### src/rtl/dls_pkg.sv
package dls_pkg;

  typedef enum logic [3:0] {
    STP_NONE      = 4'd0,
    STP_REG_ON    = 4'd1,
    STP_BUS_ON    = 4'd2,
    STP_LINK_ON   = 4'd3,
    STP_LP_ENTER  = 4'd4,
    STP_LP_EXIT   = 4'd5,
    STP_CLAMP_ON  = 4'd6,
    STP_CLAMP_OFF = 4'd7,
    STP_LINK_OFF  = 4'd8,
    STP_BUS_OFF   = 4'd9,
    STP_REG_OFF   = 4'd10
  } step_e;

  typedef enum logic [1:0] {MD_UP, MD_DOWN, MD_UNDO} mode_e;

  localparam int IDX_W = 3;

  // mask bit per undoable step: [0] rail, [1] bus clock, [2] link clock
  function automatic logic [2:0] undo_bit(step_e s);
    logic [2:0] m;
    m = 3'b000;
    case (s)
      STP_REG_ON:  m = 3'b001;
      STP_BUS_ON:  m = 3'b010;
      STP_LINK_ON: m = 3'b100;
      default:     m = 3'b000;
    endcase
    return m;
  endfunction

  function automatic logic [IDX_W-1:0] phase_count(mode_e m);
    logic [IDX_W-1:0] n;
    case (m)
      MD_UP:   n = 3'd6;
      MD_DOWN: n = 3'd5;
      MD_UNDO: n = 3'd3;
      default: n = 3'd0;
    endcase
    return n;
  endfunction

  // down path does the full ULP + clamp treatment only under this gate
  function automatic logic down_gate(logic feat, logic pon, logic susp);
    return (feat & pon) | (susp & ~pon);
  endfunction

  // step for phase idx of mode m; STP_NONE means the phase is skipped
  function automatic step_e pick_step(mode_e m, logic [IDX_W-1:0] idx,
                                      logic bus, logic link, logic gate,
                                      logic lp, logic clamp, logic [2:0] undo);
    step_e s;
    s = STP_NONE;
    case (m)
      MD_UP: case (idx)
        3'd0: if (bus) s = STP_REG_ON;
        3'd1: if (bus) s = STP_BUS_ON;
        3'd2: if (link && clamp) s = STP_LP_ENTER;
        3'd3: if (link && clamp) s = STP_CLAMP_OFF;
        3'd4: if (link) s = STP_LINK_ON;
        3'd5: if (link && lp) s = STP_LP_EXIT;
        default: s = STP_NONE;
      endcase
      MD_DOWN: case (idx)
        3'd0: if (link && gate) s = STP_LP_ENTER;
        3'd1: if (link) s = STP_LINK_OFF;
        3'd2: if (link && gate) s = STP_CLAMP_ON;
        3'd3: if (bus) s = STP_BUS_OFF;
        3'd4: if (bus) s = STP_REG_OFF;
        default: s = STP_NONE;
      endcase
      MD_UNDO: case (idx)
        3'd0: if (undo[2]) s = STP_LINK_OFF;
        3'd1: if (undo[1]) s = STP_BUS_OFF;
        3'd2: if (undo[0]) s = STP_REG_OFF;
        default: s = STP_NONE;
      endcase
      default: s = STP_NONE;
    endcase
    return s;
  endfunction

endpackage

### src/rtl/dls_ack_timer.sv
module dls_ack_timer #(
  parameter int LIMIT = 16
) (
  input  logic clk,
  input  logic rst_n,
  input  logic run,
  input  logic ack,
  output logic expired
);
  localparam int CW = $clog2(LIMIT + 1);

  logic [CW-1:0] cnt;

  always_ff @(posedge clk) begin
    if (!rst_n || !run) cnt <= '0;
    else                cnt <= cnt + 1'b1;
  end

  assign expired = run && !ack && (cnt == CW'(LIMIT - 1));

  AST_WAIT_BOUNDED: assert property (@(posedge clk) disable iff (!rst_n)
    run |-> (cnt < CW'(LIMIT)));
endmodule

### src/rtl/dls_lane_flags.sv
module dls_lane_flags
  import dls_pkg::*;
(
  input  logic  clk,
  input  logic  rst_n,
  input  logic  ok_evt,
  input  step_e code,
  output logic  lp_q,
  output logic  clamp_q
);
  always_ff @(posedge clk) begin
    if (!rst_n) begin
      lp_q    <= 1'b0;
      clamp_q <= 1'b0;
    end else if (ok_evt) begin
      case (code)
        STP_LP_ENTER:  lp_q    <= 1'b1;
        STP_LP_EXIT:   lp_q    <= 1'b0;
        STP_CLAMP_ON:  clamp_q <= 1'b1;
        STP_CLAMP_OFF: clamp_q <= 1'b0;
        default: ;
      endcase
    end
  end

  AST_LP_RISE_CAUSE: assert property (@(posedge clk) disable iff (!rst_n)
    $rose(lp_q) |-> $past(ok_evt && code == STP_LP_ENTER));
  AST_CLAMP_FALL_CAUSE: assert property (@(posedge clk) disable iff (!rst_n)
    $fell(clamp_q) |-> $past(ok_evt && code == STP_CLAMP_OFF));
endmodule

### src/rtl/dls_pwr_seq.sv
module dls_pwr_seq
  import dls_pkg::*;
#(
  parameter int TIMEOUT_CYC = 16
) (
  input  logic       clk,
  input  logic       rst_n,
  input  logic       req_valid,
  input  logic       req_enable,
  input  logic       req_bus,
  input  logic       req_link,
  input  logic       cfg_lp_feature,
  input  logic       cfg_panel_on,
  input  logic       cfg_lp_suspend,
  output logic       step_pulse,
  output logic [3:0] step_code,
  input  logic       ack_valid,
  input  logic       ack_ok,
  output logic       busy,
  output logic       done,
  output logic [3:0] err_code,
  output logic       lp_state,
  output logic       clamp_state
);
  typedef enum logic [1:0] {ST_IDLE, ST_ISSUE, ST_WAIT, ST_DONE} st_e;

  st_e              st;
  mode_e            mode;
  logic [IDX_W-1:0] idx;
  logic             en_q, bus_q, link_q, gate_q;
  logic [2:0]       undo_q;
  step_e            cur_q, err_q, sel;
  logic             lp_q, clamp_q;

  // named internal events
  logic evt_accept, evt_expired, evt_resolve, evt_ok, evt_fail_up, last_phase;

  assign sel         = pick_step(mode, idx, bus_q, link_q, gate_q, lp_q, clamp_q, undo_q);
  assign last_phase  = (idx == phase_count(mode));
  assign evt_accept  = (st == ST_IDLE) && req_valid;
  assign evt_resolve = (st == ST_WAIT) && (ack_valid || evt_expired);
  assign evt_ok      = (st == ST_WAIT) && ack_valid && ack_ok;
  assign evt_fail_up = evt_resolve && !evt_ok && (mode == MD_UP);

  dls_ack_timer #(.LIMIT(TIMEOUT_CYC)) u_timer (
    .clk(clk), .rst_n(rst_n), .run(st == ST_WAIT), .ack(ack_valid),
    .expired(evt_expired)
  );

  dls_lane_flags u_flags (
    .clk(clk), .rst_n(rst_n), .ok_evt(evt_ok), .code(cur_q),
    .lp_q(lp_q), .clamp_q(clamp_q)
  );

  always_ff @(posedge clk) begin
    if (!rst_n) begin
      st     <= ST_IDLE;
      mode   <= MD_UP;
      idx    <= '0;
      en_q   <= 1'b0;
      bus_q  <= 1'b0;
      link_q <= 1'b0;
      gate_q <= 1'b0;
      undo_q <= '0;
      cur_q  <= STP_NONE;
      err_q  <= STP_NONE;
    end else begin
      case (st)
        ST_IDLE: if (evt_accept) begin
          en_q   <= req_enable;
          bus_q  <= req_bus;
          link_q <= req_link;
          gate_q <= down_gate(cfg_lp_feature, cfg_panel_on, cfg_lp_suspend);
          mode   <= req_enable ? MD_UP : MD_DOWN;
          idx    <= '0;
          undo_q <= '0;
          err_q  <= STP_NONE;
          st     <= ST_ISSUE;
        end
        ST_ISSUE: begin
          if (last_phase)            st <= ST_DONE;
          else if (sel == STP_NONE)  idx <= idx + 1'b1;
          else begin
            cur_q <= sel;
            st    <= ST_WAIT;
          end
        end
        ST_WAIT: if (evt_resolve) begin
          st <= ST_ISSUE;
          if (evt_fail_up) begin
            err_q <= cur_q;
            mode  <= MD_UNDO;
            idx   <= '0;
          end else begin
            idx <= idx + 1'b1;
            if (mode == MD_UP) undo_q <= undo_q | undo_bit(cur_q);
          end
        end
        ST_DONE: st <= ST_IDLE;
        default: st <= ST_IDLE;
      endcase
    end
  end

  assign step_pulse  = (st == ST_ISSUE) && (sel != STP_NONE);
  assign step_code   = step_pulse ? sel : STP_NONE;
  assign busy        = (st != ST_IDLE);
  assign done        = (st == ST_DONE);
  assign err_code    = err_q;
  assign lp_state    = lp_q;
  assign clamp_state = clamp_q;

  AST_STEP_SINGLE: assert property (@(posedge clk) disable iff (!rst_n)
    step_pulse |=> !step_pulse);
  AST_IDLE_QUIET: assert property (@(posedge clk) disable iff (!rst_n)
    !busy |-> !step_pulse);
  AST_DOWN_NO_ERR: assert property (@(posedge clk) disable iff (!rst_n)
    (done && !en_q) |-> (err_code == 4'd0));
  AST_DONE_SINGLE: assert property (@(posedge clk) disable iff (!rst_n)
    done |=> (!done && !busy));
  AST_FAIL_ENDS_UP: assert property (@(posedge clk) disable iff (!rst_n)
    evt_fail_up |=> (mode == MD_UNDO));
endmodule

### config.mk
export PLATFORM = sky130hd
export DESIGN_NAME = dls_pwr_seq
export DESIGN_NICKNAME = d
export VERILOG_FILES = /design/src/rtl/dls_pkg.sv /design/src/rtl/dls_ack_timer.sv /design/src/rtl/dls_lane_flags.sv /design/src/rtl/dls_pwr_seq.sv
export SDC_FILE = /design/constraint.sdc
export NUM_CORES = 1
export LEC_CHECK = 0
export ABC_AREA = 1
export BUFFER_PORTS_ARGS = -buffer_cell sky130_fd_sc_hd__buf_2
export CORE_MARGIN = 5
export CORE_UTILIZATION = 50
export CTS_CLUSTER_DIAMETER = 200
export DETAILED_ROUTE_END_ITERATION = 8
export PLACE_DENSITY = 0.8
export SYNTH_ARGS = -nofsm -noshare
export SYNTH_HDL_FRONTEND = slang
export SYNTH_SLANG_ARGS = --single-unit
### constraint.sdc
create_clock -name clk -period 2 [get_ports clk]
set_input_delay 0.6 -clock clk [delete_from_list [all_inputs] [get_ports clk]]
set_output_delay 0.6 -clock clk [all_outputs]
set_load 0.03 [all_outputs]
==> metrics list <==
- Including well taps, the total number of placed cells is 348.
* Antenna Nets Post-Route: 0
* Total setup violations reported at the end of the flow: 10
* Non-filler cells in the finished layout: 362
- Synthesis instantiated 32 different standard cells from the library.
* Least setup slack across all paths after layout: -0.566 ns
- Summed over all instances, the cell type with the most area after synthesis is dfxtp_1.
* Sink of the worst hold path: err_code[3]
* Cell depth of the worst flop-to-flop path: 10
- Multiplexer share of the synthesized area: 0%
- Cells fill 73.8% of the core in the end.
- Worst-case headroom to the max-slew limit: 75.0%
* Cell types occupying the most area after synthesis: dfxtp_1, nand2_1, ha_1
* P_leak: 1.14 nW
* Total Routing Usage GR: 19.2%
- In this run the cell area measured after placement is 0.00209 sq mm.
- The setup path with the least slack is of type reg2out.
- In the final layout, flip-flops and latches occupy 576 sq um.
* Power density over cell area: 1290 mW/mm^2
* DIE HEIGHT: 69.8 um
- Weighted congestion at the end of routability-driven global placement: 0.894
- Data required time of the critical path: 1.40 ns
- Fin nets: 344
- Diodes inserted: 0
* FF-to-FF setup slack: -0.08 ns
* Most common library cell in the layout ignoring fill and taps: nand2_1
- After global routing the overflow that remains totals 0.
- Total wirelength of the detailed-routed design: 5620 um
- Timing analysis after detailed placement gives a worst setup slack of -0.280 ns.
- The Yosys step of the flow raised 0 warnings.
* Clock tree from TritonCTS: built
- For the finished layout, the period the worst path requires is 2.57 ns.
- After layout, the worst path uses 128% of the clock period.
- After detailed routing, the average wire length per cell comes to 15.5 um.
* Overall die area: 0.00487 sq mm
* Area added between synthesis and finish: 40.1%
- Syn Area/Cell: 6.79 sq um
* Ratio of routed vias to standard cells: 5.32
* Largest driver fanout on the critical path: 3
- Antenna violations before repair: 0
- Setup repair after global routing missed its margin: true
- The worst hold path begins at err_code[3].
- In this run the critical register-to-register path is captured at cur_q[2].
- First-pass GRT wire length: 7680 um
* Number of detailed-route iterations in the first pass: 4
- The finished cells cover 0.00250 sq mm.
* Maximum capacitance violations: 0
- Instance count of the mapped netlist: 263
* Xor-xnor portion of the synthesized cell area: 0.980%
- The synthesized netlist devotes 33.0% of its cell area to simple gates.
* Vias in the first global route: 1685
- The cell sitting at the root of the clock tree is a clkbuf_4.
* Maximum number of pins on one net before global-route repair: 17
- The initialized floorplan defines 21 standard-cell rows.
* Fill cell total of the finished layout: 221
- Share of synthesized area occupied by flip-flops and latches: 31.4%
- The startpoint identified for the worst register-to-register timing path is mode[0].
- For this run, design rule violations remaining after detail routing come to 0.
- Number of DRC markers after the initial detailed-route iteration: 198
- Total core area: 0.00339 sq mm
- Initial cell density of the core: 52.7%
- Worst Skew: 0.0143 ns
- Detailed placement finished with a half-perimeter wire length of 3150 um.
- Summing every instance area after synthesis gives 0.00179 sq mm.
- The total count of max-transition violations in the final report is 0.
- For the pin with the worst max-slew slack, the measured transition is 0.373 ns.
- In this run the tool buffered the top-level ports with 23 buffer cells.
- HP Class: reg2reg
* Compound-gate portion of the synthesized area: 12.5%
- Largest family of logic cells by synthesized area: simple AND/OR/NAND/NOR gates
- Top library cells by usage in the layout, fill and taps aside: nand2_1, inv_1, buf_4
- STA puts the critical path data arrival time at 1.97 ns.
- # clock sinks: 28
- Largest buffer count on any clock path: 2
- The worst hold path passes through 2 cells.
- The die is 69.8 um wide.
* Worst supply voltage drop on vdd: 1.06 mV
- Clock tree synthesis inserted a total of 3 buffers.
- Overall via count from detail_route: 1927
- CTS built an H-tree with a depth of 1.
- Clock-pin slew reported for the worst setup and hold paths after clock tree synthesis: 0.17 ns
- The final reports fail on setup timing.
* Status: finished, violations left
- Static timing analysis puts the maximum clock frequency at 0.390 GHz.
- Area share of the largest cell type after synthesis: 31.4%
* Adder-cell share of the synthesized area: 11.2%
* Hold Vio Cnt, Final: 0
* Clock insertion delay at the later pin of the skew report: 0.35 ns
- STA classifies the critical path startpoint as a register.
- IO Count: 24
* Synthesis-stage register bit count: 28
* Endpoint type of the worst setup path: output port
- Combined area of the multi-input logic cells: 0.00126 sq mm
- Fraction of final layout cells with drive strength greater than 1: 39.9%
- Synthesis produced a netlist with a net count of 290.
## worst max-delay path by stage
stage	startpoint	endpoint	slack (ns)	cells past startpoint
after detailed placement	idx[0]	step_code[1]	-0.28	12
final	idx[1]	step_pulse	-0.57	13
after global placement	idx[0]	step_code[1]	-0.22	12
after CTS	idx[0]	step_pulse	-0.50	13
after global routing	idx[1]	step_pulse	-0.63	13
after floorplan	idx[0]	step_pulse	-0.09	12
## power breakdown
part	switching (W)	leakage, nW	internal, W
combinational	0.00119	0.886	0.000877
clock	0.000187	0.0279	0.000203
sequential	0.000121	0.231	0.000661
## critical path: stages (launching register included)
cell	delay (ns)
dfxtp_4	0.42
buf_6	0.10
ha_4	0.16
inv_2	0.04
nor2_2	0.12
nand2_1	0.10
nand2_1	0.07
nand2_1	0.07
nand3_2	0.09
nand2_2	0.08
nand2_2	0.11
nor2_4	0.05
nor2_4	0.08
buf_6	0.14
## through the flow
step	TNS, ns	power [W]	hold slack, ns
2_1_floorplan	-0.104	0.00181	0.418
3_3_place_gp	-0.853	0.00221	0.430
4_1_cts	-2.31	0.00278	0.457
3_5_place_dp	-1.11	0.00224	0.433
6_report	-2.92	0.00324	0.488
5_1_grt	-4.18	0.00342	0.501
## what timing repair did
item / CTS / global route
setup buffers: 2 / 9
gates resized for setup: 36 / 43
pin swaps: 6 / 19
endpoints found under the setup margin: 7 / 22
gates cloned: 0 / 0
hold buffers: 0 / 0
## flip-flops by register name, summed over array words and instances (netlist names), 2 cells and up
name	flops
st	2
u_timer.cnt	5
undo_q	3
mode	2
err_code	4
idx	3
cur_q	4
## kinds of logic (layout without fill, tap and decap cells)
| group | Yosys count | count (layout) |
|---|---|---|
| adder cells (fa/ha/maj) | 16 | 16 |
| buffers and inverters | 45 | 98 |
| XOR/XNOR | 2 | 2 |
| flip-flops | 28 | 28 |
| AO/OA/AOI/OAI | 38 | 38 |
| AND/OR/NAND/NOR | 134 | 134 |
## synth_stat cells (all sizes together)
cell,n
a21oi,18
a31oi,1
and3,1
buf,3
clkinv,2
dfxtp,28
ha,16
inv,40
nand2,67
nand3,26
nand3b,1
nor2,34
nor3,3
nor3b,1
o211ai,2
o21a,1
o21ai,15
o21bai,1
or3,1
xnor2,1
xor2,1
## layer usage
layer  vias to the layer above  track usage [%]  wire length, um
li1                        936                -                -
met1                       897             23.6             2330
met2                        75             32.8             2770
met3                        19             2.61              341
met4                         0             8.51              173
met5                         -                0                0
## area by class of cell
| class | instances | area share [%] |
|---|---|---|
| clock inverters | 1 | 1.20 |
| multi-input cells | 190 | 50.5 |
| inverters | 42 | 6.70 |
| repair buffers | 52 | 15.3 |
| well taps | 46 | 2.30 |
| clock buffers | 3 | 0.900 |
| flip-flops and latches | 28 | 23.0 |
Power figures use the tool's default switching activity.
